$ cat src/rtl/lrr_pkg.sv
package lrr_pkg;
    localparam int LANES       = 3;
    localparam int CMD_BITS    = 14;
    localparam int RSP_BITS    = 16;
    localparam int CMD_BEATS   = (CMD_BITS + LANES - 1) / LANES;
    localparam int RSP_BEATS   = (RSP_BITS + LANES - 1) / LANES;
    localparam int TURN_BEATS  = 2;
    localparam int SLOT_W      = CMD_BEATS * LANES;
    localparam int ACC_W       = RSP_BEATS * LANES;
    localparam int BEAT_W      = 3;

    typedef enum logic [3:0] {
        ST_IDLE,
        ST_SETUP,
        ST_CLO,
        ST_CHI,
        ST_TURN,
        ST_DHI,
        ST_DLO,
        ST_RHI,
        ST_RLO
    } lrr_state_e;

    typedef struct packed {
        lrr_state_e              state;
        logic [BEAT_W-1:0]       beat;
        logic [SLOT_W-1:0]       shreg;
        logic [ACC_W-1:0]        acc;
        logic [RSP_BITS-1:0]     rdata;
        logic                    done;
        logic                    sel;
        logic                    lclk;
        logic [LANES-1:0]        oe;
        logic [LANES-1:0]        dout;
    } lrr_regs_t;
endpackage

$ cat src/rtl/lrr_half_timer.sv
module lrr_half_timer #(
    parameter int HALF_CYC = 2
) (
    input  logic clk,
    input  logic rst_n,
    input  logic run,
    output logic tick
);
    generate
        if (HALF_CYC <= 1) begin : g_every
            assign tick = run;
        end else begin : g_count
            localparam int CW = $clog2(HALF_CYC);
            localparam logic [CW-1:0] LAST = CW'(HALF_CYC - 1);
            logic [CW-1:0] cnt_d, cnt_q;

            always_comb begin
                if (!run || cnt_q == LAST) cnt_d = '0;
                else                       cnt_d = cnt_q + 1'b1;
            end

            always_ff @(posedge clk or negedge rst_n) begin
                if (!rst_n) cnt_q <= '0;
                else        cnt_q <= cnt_d;
            end

            assign tick = run && (cnt_q == LAST);

            p_count_idle_r7: assert property (@(posedge clk) disable iff (!rst_n)
                !run |=> cnt_q == '0);
        end
    endgenerate
endmodule

$ cat src/rtl/lrr_cmd_word.sv
module lrr_cmd_word #(
    parameter logic [13:0] RD_CODE  = 14'h0001,
    parameter int          ADDR_OFS = 1
) (
    input  logic [13:0] addr,
    output logic [13:0] word
);
    logic [31:0] wide;
    always_comb begin
        wide = 32'(RD_CODE) | (32'(addr) << ADDR_OFS);
        word = wide[13:0];
    end
endmodule

$ cat src/rtl/lane3_reg_reader.sv
module lane3_reg_reader
    import lrr_pkg::*;
#(
    parameter int          HALF_CYC = 2,
    parameter logic [13:0] RD_CODE  = 14'h0001,
    parameter int          ADDR_OFS = 1
) (
    input  logic                clk,
    input  logic                rst_n,
    input  logic                start,
    input  logic [13:0]         addr,
    output logic                busy,
    output logic                done,
    output logic [15:0]         rdata,
    output logic                lnk_clk,
    output logic                lnk_sel,
    output logic [2:0]          lane_oe,
    output logic [2:0]          lane_out,
    input  logic [2:0]          lane_in
);
    lrr_regs_t r_q, r_d;
    logic      tick;
    logic [CMD_BITS-1:0] cmd_word;

    lrr_half_timer #(.HALF_CYC(HALF_CYC)) i_timer (
        .clk  (clk),
        .rst_n(rst_n),
        .run  (r_q.state != ST_IDLE),
        .tick (tick)
    );

    lrr_cmd_word #(.RD_CODE(RD_CODE), .ADDR_OFS(ADDR_OFS)) i_word (
        .addr(addr),
        .word(cmd_word)
    );

    always_comb begin
        r_d      = r_q;
        r_d.done = 1'b0;
        if (r_q.state == ST_IDLE) begin
            if (start) begin
                r_d.state = ST_SETUP;
                r_d.shreg = {{(SLOT_W-CMD_BITS){1'b0}}, cmd_word};
                r_d.acc   = '0;
                r_d.beat  = '0;
                r_d.sel   = 1'b1;
                r_d.lclk  = 1'b0;
                r_d.oe    = '1;
                r_d.dout  = '0;
            end
        end else if (tick) begin
            case (r_q.state)
                ST_SETUP: begin
                    r_d.state = ST_CLO;
                    r_d.dout  = r_q.shreg[LANES-1:0];
                end
                ST_CLO: begin
                    r_d.state = ST_CHI;
                    r_d.lclk  = 1'b1;
                end
                ST_CHI: begin
                    r_d.lclk  = 1'b0;
                    r_d.shreg = r_q.shreg >> LANES;
                    if (r_q.beat == BEAT_W'(CMD_BEATS - 1)) begin
                        r_d.state = ST_TURN;
                        r_d.oe    = '0;
                        r_d.dout  = '0;
                        r_d.beat  = '0;
                    end else begin
                        r_d.state = ST_CLO;
                        r_d.beat  = r_q.beat + 1'b1;
                        r_d.dout  = r_q.shreg[2*LANES-1:LANES];
                    end
                end
                ST_TURN: begin
                    r_d.state = ST_DHI;
                    r_d.lclk  = 1'b1;
                end
                ST_DHI: begin
                    r_d.state = ST_DLO;
                    r_d.lclk  = 1'b0;
                end
                ST_DLO: begin
                    r_d.lclk = 1'b1;
                    if (r_q.beat == BEAT_W'(TURN_BEATS - 1)) begin
                        r_d.state = ST_RHI;
                        r_d.beat  = '0;
                    end else begin
                        r_d.state = ST_DHI;
                        r_d.beat  = r_q.beat + 1'b1;
                    end
                end
                ST_RHI: begin
                    r_d.state = ST_RLO;
                    r_d.lclk  = 1'b0;
                end
                ST_RLO: begin
                    r_d.acc[int'(r_q.beat)*LANES +: LANES] = lane_in;
                    if (r_q.beat == BEAT_W'(RSP_BEATS - 1)) begin
                        r_d.state = ST_IDLE;
                        r_d.sel   = 1'b0;
                        r_d.done  = 1'b1;
                        r_d.rdata = r_d.acc[RSP_BITS-1:0];
                        r_d.beat  = '0;
                    end else begin
                        r_d.state = ST_RHI;
                        r_d.beat  = r_q.beat + 1'b1;
                        r_d.lclk  = 1'b1;
                    end
                end
                default: r_d = r_q;
            endcase
        end
    end

    always_ff @(posedge clk or negedge rst_n) begin
        if (!rst_n) begin
            r_q       <= '0;
            r_q.state <= ST_IDLE;
        end else begin
            r_q <= r_d;
        end
    end

    assign busy     = (r_q.state != ST_IDLE);
    assign done     = r_q.done;
    assign rdata    = r_q.rdata;
    assign lnk_clk  = r_q.lclk;
    assign lnk_sel  = r_q.sel;
    assign lane_oe  = r_q.oe;
    assign lane_out = r_q.dout;

    // Run-length tracker for the link clock, used only by the half-period check.
    localparam int RW = $clog2(HALF_CYC + 2) + 1;
    logic          lclk_prev_q;
    logic [RW-1:0] run_q;
    always_ff @(posedge clk or negedge rst_n) begin
        if (!rst_n) begin
            lclk_prev_q <= 1'b0;
            run_q       <= '0;
        end else begin
            lclk_prev_q <= lnk_clk;
            if (lnk_clk != lclk_prev_q)  run_q <= RW'(1);
            else if (run_q != '1)        run_q <= run_q + 1'b1;
        end
    end

    p_idle_quiet_r1: assert property (@(posedge clk) disable iff (!rst_n)
        !busy |-> (!lnk_clk && !lnk_sel && lane_oe == 3'b000));
    p_sel_held_r1: assert property (@(posedge clk) disable iff (!rst_n)
        busy |-> lnk_sel);
    p_lane_steady_r3: assert property (@(posedge clk) disable iff (!rst_n)
        lnk_clk |-> ($stable(lane_out) && $stable(lane_oe)));
    p_oe_drop_low_r4: assert property (@(posedge clk) disable iff (!rst_n)
        $fell(lane_oe[0]) |-> (!lnk_clk && lnk_sel));
    p_half_len_r7: assert property (@(posedge clk) disable iff (!rst_n)
        (lnk_clk != lclk_prev_q) |-> (32'(run_q) >= HALF_CYC));
    p_done_edge_r8: assert property (@(posedge clk) disable iff (!rst_n)
        done |-> (!busy && !lnk_sel && $past(busy)));
    p_done_pulse_r8: assert property (@(posedge clk) disable iff (!rst_n)
        done |=> !done);
    p_rdata_hold_r8: assert property (@(posedge clk) disable iff (!rst_n)
        !done |-> $stable(rdata));
endmodule

$ cat config.mk
export PLATFORM = sky130hd
export DESIGN_NAME = lane3_reg_reader
export DESIGN_NICKNAME = d
export VERILOG_FILES = /design/src/rtl/lrr_pkg.sv /design/src/rtl/lrr_half_timer.sv /design/src/rtl/lrr_cmd_word.sv /design/src/rtl/lane3_reg_reader.sv
export SDC_FILE = /design/constraint.sdc
export NUM_CORES = 1
export LEC_CHECK = 0
export BUFFER_PORTS_ARGS = -buffer_cell sky130_fd_sc_hd__buf_2
export CAP_MARGIN = 5
export CORE_MARGIN = 2
export CORE_UTILIZATION = 55
export CTS_CLUSTER_SIZE = 20
export DETAILED_ROUTE_END_ITERATION = 10
export GPL_ROUTABILITY_DRIVEN = 0
export PLACE_DENSITY = 0.76
export SLEW_MARGIN = 5
export SYNTH_ARGS = -nofsm -noshare
export SYNTH_HDL_FRONTEND = slang
export SYNTH_SLANG_ARGS = --single-unit
$ cat constraint.sdc
create_clock -name clk -period 3 [get_ports clk]
set_clock_uncertainty 0.2 [all_clocks]
set_input_delay 0 -clock clk [delete_from_list [all_inputs] [get_ports clk]]
set_output_delay 0 -clock clk [all_outputs]
set_load 0.02 [all_outputs]
==> flow_summary.yaml <==
status:
  status: "finished, final reports clean"
logic_synthesis:
  synth.ff_latch_count: 61
  synth-xor-area-share_pct: 0
  synth_top_family_by_area: "simple AND/OR/NAND/NOR gates"
  synth.net_count: 384
  netlist_area_um2: 3410
  ys.flop_type: "dfrtp_1"
  synth_mux_area_share_pct: 2.68
  avgSynthCellArea_um2: 9.52
  synthSimpleGateAreaFrac_pct: 20.7
  synthArstFlopShare_pct: 100
  synth_edf_count: 0
  synth.yosys.seq_area_share_pct: 44.8
  synth_fa_ha_area_share_pct: 2.20
  synth_cell_types: 51
  yosysWarnings: 0
  synthCells: 358
  synth_compound_area_share_pct: 19.6
critical_path:
  crit_chain: "inv_1 -> ha_1 -> ha_1 -> nand2b_1 -> nor4b_2 -> and2_1 -> a22o_1"
  cp_max_fo: 9
  crit_buf_inv: 1
  worstPathArrival_ps: 2760
  crit_family: "simple AND/OR/NAND/NOR gates"
  required_ps: 3090
  end_kind: "register"
  path_class: "register to register"
  max_stage_delay_ps: 570
  startpoint_type: "register"
  cpMaxStageDelayCell: "dfrtp_1"
  path_common_cell: "ha_1"
grt:
  antenna_found_initial: 0
  grtUsageTotal_pct: 22.9
  met2_usage_pct: 34.8
  use_met1_pct: 32.0
  top_usage_layer: "met2"
  grt_overflow: 0
  grt_pass1_vias: 2530
  use_met3_pct: 5.54
  grt_max_degree: 62
  grt_pass1_wl_mm: 11.8
flow_run:
  maxCapViolCount: 0
drt:
  drt-total-wl_mm: 7.05
  drtIter0Drc: 196
  vias_per_cell: 5.73
  post_drt_wl_per_cell_um: 14.8
  drc: 0
  dr.pass1.iters: 5
  vias: 2729
  ant_nets: 0
timing:
  period_share_pct: 89.0
  setup_violations: 0
  setup_tns_ps: 0
  rsz0062_at_grt: "false"
  finalHoldViolCount: 0
  timing.fmax_mhz: 375
  tightest_slew_ps: 756
  layout_min_cycle_time_ps: 2670
  slew_violations: 0
  relSlewSlack_pct: 49.6
floorplanning:
  rows: 28
  die_h_um: 82.7
  start_util_pct: 57.2
  ios: 46
  dieArea_um2: 6840
  die-width_um: 82.7
  coreArea_um2: 5960
clock_tree:
  cts_resized: 0
  clock_latency_ps: 340
  htree_levels: 3
  clk_pin_slew_ps: 70
  cts_tree: "built"
  cts_buffer_depth: 2
  post_cts_buffers: 0
  cts_root_buf: "clkbuf_8"
  cts_sinks: 61
  cts_made_buffers: 9
  hold_buffers: 21
min_path:
  worstHoldPathType: "input port to async pin"
pwr:
  p_leak_nw: 1.76
  switching_share_pct: 22.5
  peakVddDrop_uv: 231
  power.internal_mw: 1.26
  seq_power_share_pct: 51.8
  p_per_area_nw_per_um2: 419
  switchingPower_mw: 0.364
  power_frac_clock_pct: 43.6
  p_comb_share_pct: 4.6
placed_design:
  placed_cell_area_um2: 3460
  hpwl_mm: 4.45
  io_buffer_count: 44
finish:
  antenna_cells: 0
  nNetsFinal: 422
  fillers: 494
  drive_gt1_share_pct: 21.7
  fin_util_pct: 64.9
  stdcell_area_um2: 3870
  syn_to_final_growth_pct: 13.5
## Yosys cell counts (8+ instances only)
cell      n  area [µm²]
o21ai_0  23         115
mux2i_1   8        80.1
nand2_1  52         195
o21ai_1   8        40.0
nand3_1  15        75.1
inv_1     9        33.8
dfrtp_1  61        1530
buf_2     8        40.0
a22o_1    8        70.1
a31oi_1  12        75.1
buf_4    23         173
a21oi_1  16        80.1
a22oi_1   8        60.1
nor2_1   23        86.3
## flip-flops by register name, summed over array words and instances (netlist names)
register,count
lnk_sel,1
lane_out,3
lane_oe,1
lnk_clk,1
done,1
i_timer.g_count.cnt_q,1
r_q,37
rdata,16
## power groups by stage
stage | Clock (mW) | Combinational (mW) | Sequential (mW)
floorplan | 0 | 0.0227 | 0.852
global placement | 0 | 0.0552 | 0.853
detailed placement | 0 | 0.0562 | 0.854
CTS | 0.719 | 0.0749 | 0.839
global route | 0.747 | 0.0833 | 0.840
finish | 0.707 | 0.0741 | 0.839
## per-stage QoR
stage / hold WS (ps) / setup slack (ps) / total power [mW] / std cells
global route: 262 / 105 / 1.67 / 476
global placement: 2.00 / 446 / 0.908 / 439
finish: 149 / 331 / 1.62 / 476
CTS: 187 / 356 / 1.63 / 476
floorplan: -496 / 653 / 0.875 / 358
detailed placement: 9.79 / 373 / 0.910 / 439
## worst paths after layout
check | start | endpoint | slack (ps) | cells past startpoint
max in group asynchronous | rst_n | r_q[62]$_DFFE_PN0P_ | 1960 | 3
min in group clk | addr[4] | r_q[48]$_DFFE_PN0P_ | 260 | 4
worst max-delay path | r_q[58]$_DFFE_PN0P_ | r_q[32]$_DFFE_PN0P_ | 330 | 7
worst min register to register | rdata[2]$_DFFE_PN0P_ | rdata[2]$_DFFE_PN0P_ | 270 | 2
worst max register to register | r_q[58]$_DFFE_PN0P_ | r_q[32]$_DFFE_PN0P_ | 330 | 7
worst min-delay path | rst_n | r_q[29]$_DFFE_PN0P_ | 150 | 3
## metal layers
metal / vias up / routed length (µm)
met5: - / 0
met1: 1312 / 3280
met4: 0 / 82
met3: 9 / 387
met2: 79 / 3300
li1: 1329 / -
## area by class of cell
type / instances / area (µm²) / area share [%]
sequential: 61 / 1530 / 39.5
inverter: 9 / 33.8 / 0.874
clock inverter: 3 / 17.5 / 0.453
tap: 75 / 93.8 / 2.43
clock buffer: 13 / 179 / 4.63
multi-input combinational: 244 / 1540 / 39.9
timing repair buffer: 71 / 475 / 12.3
## worst register-to-register path, delay by kind of cell, from the launching register on
family                     cells  cell delay [ps]
and+or+nand+nor                3              910
adders and majority gates      2              620
DFF                            1              570
buffers and inverters          1              170
AOI/OAI and AO/OA              1              150
## kinds of logic (layout without fill, tap and decap cells)
| logic type | count (synthesis) | count (layout) |
|---|---|---|
| AOI/OAI and AO/OA | 102 | 102 |
| and+or+nand+nor | 127 | 127 |
| muxes | 9 | 9 |
| buffers and inverters | 53 | 96 |
| DFF | 61 | 61 |
| adders and majority gates | 6 | 6 |
## cell usage in the layout, fill, tap and decap left out, drive strengths merged, types with 2 or more instances in the layout
master,count
a21o,4
a21oi,17
a22o,8
a22oi,8
a31oi,12
a32o,4
and2,3
and3,2
buf,50
clkbuf,13
clkinv,2
dfrtp,61
dlygate4sd3,21
ha,6
inv,9
mux2i,8
nand2,53
nand2b,6
nand3,16
nor2,25
nor2b,6
nor3,2
nor3b,6
nor4,2
nor4b,2
nor4bb,2
o211ai,2
o21ai,38
Power figures use the tool's default switching activity.
